===== src/rtl/uipi_send_seq.sv =====
module uipi_send_seq #(
  parameter int ADDR_W = 64,
  parameter int IDX_W  = 64
) (
  input  logic              clk,
  input  logic              rst_n,
  input  logic              start,
  input  logic [IDX_W-1:0]  index,
  input  logic [ADDR_W-1:0] tbl_base,
  input  logic [IDX_W-1:0]  tbl_size,
  input  logic              x2_mode,
  output logic              mem_req,
  output logic              mem_we,
  output logic              mem_lock,
  output logic [ADDR_W-1:0] mem_addr,
  output logic [127:0]      mem_wdata,
  input  logic              mem_rvalid,
  input  logic [127:0]      mem_rdata,
  output logic              ipi_valid,
  output logic [7:0]        ipi_vector,
  output logic [31:0]       ipi_dest,
  output logic              done,
  output logic              gp_fault
);
  localparam int NPOST = 64;
  localparam int PBASE = 128 - NPOST;

  typedef enum logic [3:0] {
    S_IDLE, S_RD_ENT, S_WT_ENT, S_RD_DSC, S_WT_DSC,
    S_WR_DSC, S_WT_WR, S_IPI, S_DONE, S_FAULT
  } st_t;

  st_t               st;
  logic [IDX_W-1:0]  idx_q;
  logic [ADDR_W-1:0] base_q;
  logic              x2_q;
  logic [7:0]        vec_q;
  logic [ADDR_W-1:0] dsc_addr_q;
  logic [127:0]      dsc_q;
  logic              notify_q;

  logic              idle;
  logic              ent_bad;
  logic              dsc_bad;
  logic              want_notify;
  logic [127:0]      dsc_upd;

  assign idle        = (st == S_IDLE);
  assign ent_bad     = !mem_rdata[0] || (mem_rdata[7:1] != 7'd0) || (mem_rdata[15:8] >= 8'(NPOST));
  assign dsc_bad     = (mem_rdata[15:2] != 14'd0) || (mem_rdata[31:24] != 8'd0);
  assign want_notify = !mem_rdata[0] && !mem_rdata[1];

  always_comb begin
    dsc_upd = mem_rdata;
    dsc_upd[PBASE + int'(vec_q[5:0])] = 1'b1;
    if (want_notify) dsc_upd[0] = 1'b1;
  end

  always_ff @(posedge clk) begin
    if (!rst_n) begin
      st         <= S_IDLE;
      idx_q      <= '0;
      base_q     <= '0;
      x2_q       <= 1'b0;
      vec_q      <= '0;
      dsc_addr_q <= '0;
      dsc_q      <= '0;
      notify_q   <= 1'b0;
    end else begin
      case (st)
        S_IDLE: if (start) begin
          idx_q  <= index;
          base_q <= tbl_base;
          x2_q   <= x2_mode;
          st     <= (index > tbl_size) ? S_FAULT : S_RD_ENT;
        end
        S_RD_ENT: st <= S_WT_ENT;
        S_WT_ENT: if (mem_rvalid) begin
          if (ent_bad) st <= S_FAULT;
          else begin
            vec_q      <= mem_rdata[15:8];
            dsc_addr_q <= mem_rdata[64 +: ADDR_W];
            st         <= S_RD_DSC;
          end
        end
        S_RD_DSC: st <= S_WT_DSC;
        S_WT_DSC: if (mem_rvalid) begin
          if (dsc_bad) st <= S_FAULT;
          else begin
            dsc_q    <= dsc_upd;
            notify_q <= want_notify;
            st       <= S_WR_DSC;
          end
        end
        S_WR_DSC: st <= S_WT_WR;
        S_WT_WR:  if (mem_rvalid) st <= notify_q ? S_IPI : S_DONE;
        S_IPI:    st <= S_DONE;
        default:  st <= S_IDLE;
      endcase
    end
  end

  assign mem_req   = (st == S_RD_ENT) || (st == S_RD_DSC) || (st == S_WR_DSC);
  assign mem_we    = (st == S_WR_DSC);
  assign mem_lock  = (st == S_RD_DSC) || (st == S_WT_DSC) || (st == S_WR_DSC) || (st == S_WT_WR);
  assign mem_addr  = (st == S_RD_ENT) ? base_q + (ADDR_W'(idx_q) << 4) : dsc_addr_q;
  assign mem_wdata = dsc_q;

  assign ipi_valid  = (st == S_IPI);
  assign ipi_vector = dsc_q[23:16];
  assign ipi_dest   = x2_q ? dsc_q[63:32] : {24'd0, dsc_q[47:40]};
  assign done       = (st == S_DONE);
  assign gp_fault   = (st == S_FAULT);
endmodule



===== config.mk =====
export PLATFORM = sky130hd
export DESIGN_NAME = uipi_send_seq
export DESIGN_NICKNAME = d
export VERILOG_FILES = /design/src/rtl/uipi_send_seq.sv
export SDC_FILE = /design/constraint.sdc
export NUM_CORES = 1
export LEC_CHECK = 0
export ABC_AREA = 1
export BUFFER_PORTS_ARGS = -buffer_cell sky130_fd_sc_hd__buf_2
export CAP_MARGIN = 0
export CORE_ASPECT_RATIO = 1.25
export CORE_MARGIN = 1
export CORE_UTILIZATION = 35
export DETAILED_ROUTE_END_ITERATION = 12
export SYNTH_ARGS = -nofsm -noshare
export SYNTH_HDL_FRONTEND = slang
export SYNTH_SLANG_ARGS = --single-unit

===== constraint.sdc =====
create_clock -name clk -period 4.8 [get_ports clk]
set_clock_uncertainty 0.2 [all_clocks]
set_input_delay 0.96 -clock clk [delete_from_list [all_inputs] [get_ports clk]]
set_output_delay 0.96 -clock clk [all_outputs]
set_load 0.02 [all_outputs]

# Word-level counts from Yosys, hierarchy flattened
# Cells that the tools add are included.
# word_totals
reg_bits,328
in_bits,325
output_inout_bits,238
# classes
add_sub_neg,2
n_lt_le_gt_ge,4
eq_ne,13
mux,14
n_bitwise,3
n_reduce_logical,20
# op_table
op,n
bitwise OR 128 bit,1
adder 64 bit,1
> comparator 64 bit,1
two-way mux 64 bit,1
two-way mux 32 bit,1
two-way mux 4 bit,8
case mux 4 bit (8 select lines),1
== test 4 x 3 -> 1 bit (second input constant),4
nonzero test 14 bit,1
adder 7 x 6 -> 8 bit (first input constant),1
== test 4 x 2 -> 1 bit (second input constant),2
== test 4 bit (second input constant),2
greater-or-equal comparator 8 x 1 -> 1 bit (second input constant),1
greater-or-equal comparator 8 x 7 -> 1 bit (second input constant),1
logical OR 1 bit,8
< comparator 8 bit (second input constant),1
inequality test 2 bit (second input constant),4
nonzero test 8 bit,1
demux 1 bit (select 7 bit),1
nonzero test 7 bit,1
AND reduction 3 bit,2
== test 4 x 1 -> 1 bit (second input constant),1
logical NOT 4 bit,1
AND reduction 4 bit,1
other kinds (5),9

# Depth between registers and ports, before layout
# depth
word_depth,7
ltp_mapped,19
depth_no_buf,19

# Worst setup path after synthesis
# No wires, ideal clock.
# synth_path
path_type,register to output
startpoint,register idx_q[0]
endpoint,output port mem_addr[22]
arrival_time_ns,2.213
required_time_ns,3.640
slack_ns,1.427
stages_incl_launch_ff,13
cell_sequence,dfxtp_1 > ha_1 > inv_1 > fa_1 > o21ai_2 > nand2_1 > nand2_1 > nand2_1 > nand2_1 > nand2_1 > nand2_1 > xnor2_1 > o21ai_0
# synth_via
elab_chain_len,2
# synth_rtl
item,line,rtl
start: declaration,34,logic [IDX_W-1:0] idx_q;
start signal: assignment,72,idx_q <= index;
adder 64 bit,106,assign mem_addr = (st == S_RD_ENT) ? base_q + (ADDR_W'(idx_q) << 4) : dsc_addr_q;
two-way mux 64 bit,106,
end: declaration,15,"output logic [ADDR_W-1:0] mem_addr,"
# Every way passes these cells.

# Worst setup path in the final report
# layout_path
startpoint,register base_q[4]
endpoint,output port mem_addr[30]
# layout_via
elab_chain_len,2
# layout_rtl
item,line,rtl
start: declaration,35,logic [ADDR_W-1:0] base_q;
start signal: assignment,73,base_q <= tbl_base;
adder 64 bit,106,
two-way mux 64 bit,106,
# Every way passes these cells.

==> impl_metrics.env <==
export IMPL_grt_overflow=0
export IMPL_slew_violations=0
export IMPL_ir_drop_mv=0.2941
export IMPL_synthMuxAreaShare_pct=0
export IMPL_final_period_minus_worst_setup_slack_ns=4.609
export IMPL_critPathMaxStageDelay_ns=0.44
export IMPL_avgViaCountPerCell=4.979
export IMPL_area_growth_pct=22.52
export IMPL_p_per_area_mw_per_mm2=354.9
export IMPL_crit_family="simple AND/OR/NAND/NOR gates"
export IMPL_path_depth=14
export IMPL_holdBufCountCts=0
export IMPL_dp_slack_ns=0.8239
export IMPL_final_period_utilization_pct=96.01
export IMPL_critical_path_buf_inv_count=2
export IMPL_worstPathArrival_ns=3.45
export IMPL_synthXorXnorAreaFrac_pct=0.7976
export IMPL_grt_pass1_wl_um=119100
export IMPL_firstDrtPassIters=6
export IMPL_synth_top_area_share_pct=33.22
export IMPL_worst_pin_slew_ns=1.006
export IMPL_critical_path_max_fanout=6
export IMPL_yosysUniqueCellTypes=43
export IMPL_syn_nets=3455
export IMPL_worst_setup_path_end_kind="primary output"
export IMPL_synthTopCellsByArea="dfxtp_1 33%, nand2_1 12%, a21oi_1 7.8%"
export IMPL_ant_nets=0
export IMPL_r2r_start="st[2]"
export IMPL_max_freq_mhz=217.0
export IMPL_grt_pass1_vias=20140
export IMPL_setup_ws_ns=0.1913
export IMPL_instances_no_fill=4247
export IMPL_ff2ff_setup_slack_ns=1.97
export IMPL_grt_total_usage_pct=27.02
export IMPL_synth_area_mm2=0.01977
export IMPL_yosysTopAreaCell="dfxtp_1"
export IMPL_cts_resized_gates=0
export IMPL_critPathKind="register to primary output"
export IMPL_coreArea_mm2=0.05595
export IMPL_synth_edf_count=0
export IMPL_finalSetupViolCount=0
export IMPL_cts_tree="done"
export IMPL_clk_latency_ns=0.58
export IMPL_synthAdderAreaFrac_pct=7.888
export IMPL_cts_max_path_buffers=3
export IMPL_yosys_warnings=0
export IMPL_rr_endpoint="mem_wdata[123]"
export IMPL_die_h_um=267.7
export IMPL_place_congestion=0.9747
export IMPL_layout_nets=3929
export IMPL_slowest_stage="fa_1"
export IMPL_cts_setup_buffers=0
export IMPL_yosysSeqAreaShare_pct=33.22
export IMPL_postLayoutCoreUtil_pct=43.28
export IMPL_outcome="complete, no violations"
export IMPL_drive_gt1_share_pct=20.35
export IMPL_synth_seq_cells=328
export IMPL_tns_ns=0
export IMPL_cts_clk_slew_worst_paths_ns=0.06
export IMPL_dr_first_iter_drc_count=1319
export IMPL_h_tree_depth=2
export IMPL_synth_top_family_by_area="simple AND/OR/NAND/NOR gates"
export IMPL_cts_root_buf="clkbuf_16"
export IMPL_synth_compound_area_share_pct=16.15
export IMPL_drc=0
export IMPL_hold_path_class="register to register"
export IMPL_ys_top_cells_by_count="640 x nand2_1, 396 x nor2_1, 341 x inv_1"
export IMPL_cap_violations=0
export IMPL_portBuffers=562
export IMPL_cts_sinks=328
export IMPL_path_cells="ha_1, inv_1, fa_1, o21ai_2, nand2_1, nand2_1, nand2_1, nand2_1, nand2_1, nand2_1, or2_2, nand3_1, o21ai_0, buf_2"
export IMPL_finalHoldViolations=0
export IMPL_required_ns=3.64
export IMPL_yosysMostFrequentCell="nand2_1"
export IMPL_antenna_found_initial=10
export IMPL_numCtsBuffers=36
export IMPL_die_area_mm2=0.05743
export IMPL_avgRoutedWirePerCell_um=18.87
export IMPL_dp_cells=4184
export IMPL_slew_headroom_pct=32.92
export IMPL_ys_flop_type="dfxtp_1"
export IMPL_r2r_cells=9
export IMPL_p_leak_uw=0.01196
export IMPL_synthCells=3006
export IMPL_synthArstFlopShare_pct=0
export IMPL_grt_max_degree=199
export IMPL_dp_hpwl_um=63660
export IMPL_dieWidth_um=214.6
export IMPL_crit_path_end="mem_addr[30]"
export IMPL_avgSynthCellArea_um2=6.575
export IMPL_cp_common_cell="nand2_1"
export IMPL_io_pin_count=563
export IMPL_startpoint="base_q[4]"
export IMPL_start_kind="register"
export IMPL_hp_start="dsc_addr_q[57]"
export IMPL_start_util_pct=35.33
export IMPL_rows=97
export IMPL_synth_simple_area_share_pct=31.94
export IMPL_vias=21140
export IMPL_rsz0062_at_grt="no"
export IMPL_wl_um=80160
-- placed cells by master (no fill, tap or decap), types with 4 or more instances in the layout --
cell type  synthesis  routed
ha_1             123     123
clkbuf_16          0      36
buf_4              9      11
xor2_1             8       8
o21a_1             6       6
buf_2             22     560
dfxtp_1          328     328
nand4_1           24      24
a21oi_1          310     310
buf_12             0       6
a21o_1             5       5
o21bai_1          11      11
nor3_1            15      15
xnor2_1           10      10
or2_2              6       6
clkbuf_8           0       4
nand3_1          240     239
nor4_1            11      11
nor2_1           396     394
nor3_2            64      64
nand2_1          640     639
o21ai_0          245     245
and3_1            22      22
a21boi_0           4       4
inv_1            341     341
and2_0             5       5
o22ai_1           10      10
clkinv_2           1       6
clkbuf_1          93      10
o21ai_1           22      22
-- flip-flops by register name, summed over array words and instances, names as in the netlist --
register    flops
base_q         64
x2_q            1
vec_q           6
st              4
dsc_addr_q     64
mem_wdata     128
idx_q          60
notify_q        1
-- power breakdown --
group	leakage [uW]	internal (uW)	switching, uW
logic	0.00875	843	1950
clock network	0.000556	1530	1220
registers	0.00266	2940	127
total	0.0120	5300	3290
-- worst min-delay path by stage --
stage | to | cells after the start
finish | dsc_addr_q[57] | 2
global route | dsc_addr_q[26] | 2
CTS | dsc_addr_q[57] | 2
detailed placement | dsc_addr_q[37] | 2
global placement | dsc_addr_q[19] | 2
floorplan | dsc_addr_q[63] | 2
-- worst register-to-register path, stage by stage (launching register included) --
cell	delay, ns
dfxtp_1	0.42
inv_1	0.08
nor2_1	0.08
inv_1	0.09
nor2_1	0.27
nand3_4	0.36
clkinv_2	0.57
buf_12	0.33
o21ai_0	0.19
nor2_1	0.15
-- per-layer routing --
layer / track usage [%] / vias up / wire length [um]
li1: - / 10740 / -
met1: 32.03 / 9611 / 33590
met2: 48.97 / 645 / 39670
met3: 4.452 / 138 / 4034
met4: 9.382 / 8 / 2808
met5: 0 / - / 54
-- cells by family after synthesis --
kind of cell	count (synthesis)
and+or+nand+nor	1431
DFF	328
xor gates and xnor gates	18
buffers and inverters	486
adders and majority gates	124
AOI/OAI and AO/OA	619
-- final cells by class --
| class | count | area, um2 |
|---|---|---|
| Antenna cell | 1 | 2.502 |
| Clock buffer | 50 | 993.5 |
| Clock inverter | 12 | 156.4 |
| Fill cell | 6157 | 31730 |
| Inverter | 345 | 1299 |
| Multi-Input combinational cell | 2192 | 11260 |
| Sequential cell | 328 | 6566 |
| Tap cell | 742 | 928.4 |
| Timing Repair Buffer | 577 | 3005 |
-- metrics by stage --
| step | hold WS [ns] | total power (uW) | cell area, um2 |
|---|---|---|---|
| after floorplan | 0.2237 | 4872 | 19770 |
| after global placement | 0.2326 | 5900 | 23060 |
| after detailed placement | 0.2363 | 5903 | 23060 |
| after CTS | 0.2461 | 8675 | 24210 |
| after global routing | 0.2637 | 9068 | 24220 |
| final | 0.2438 | 8594 | 24220 |
(Power assumes the default switching activity.)
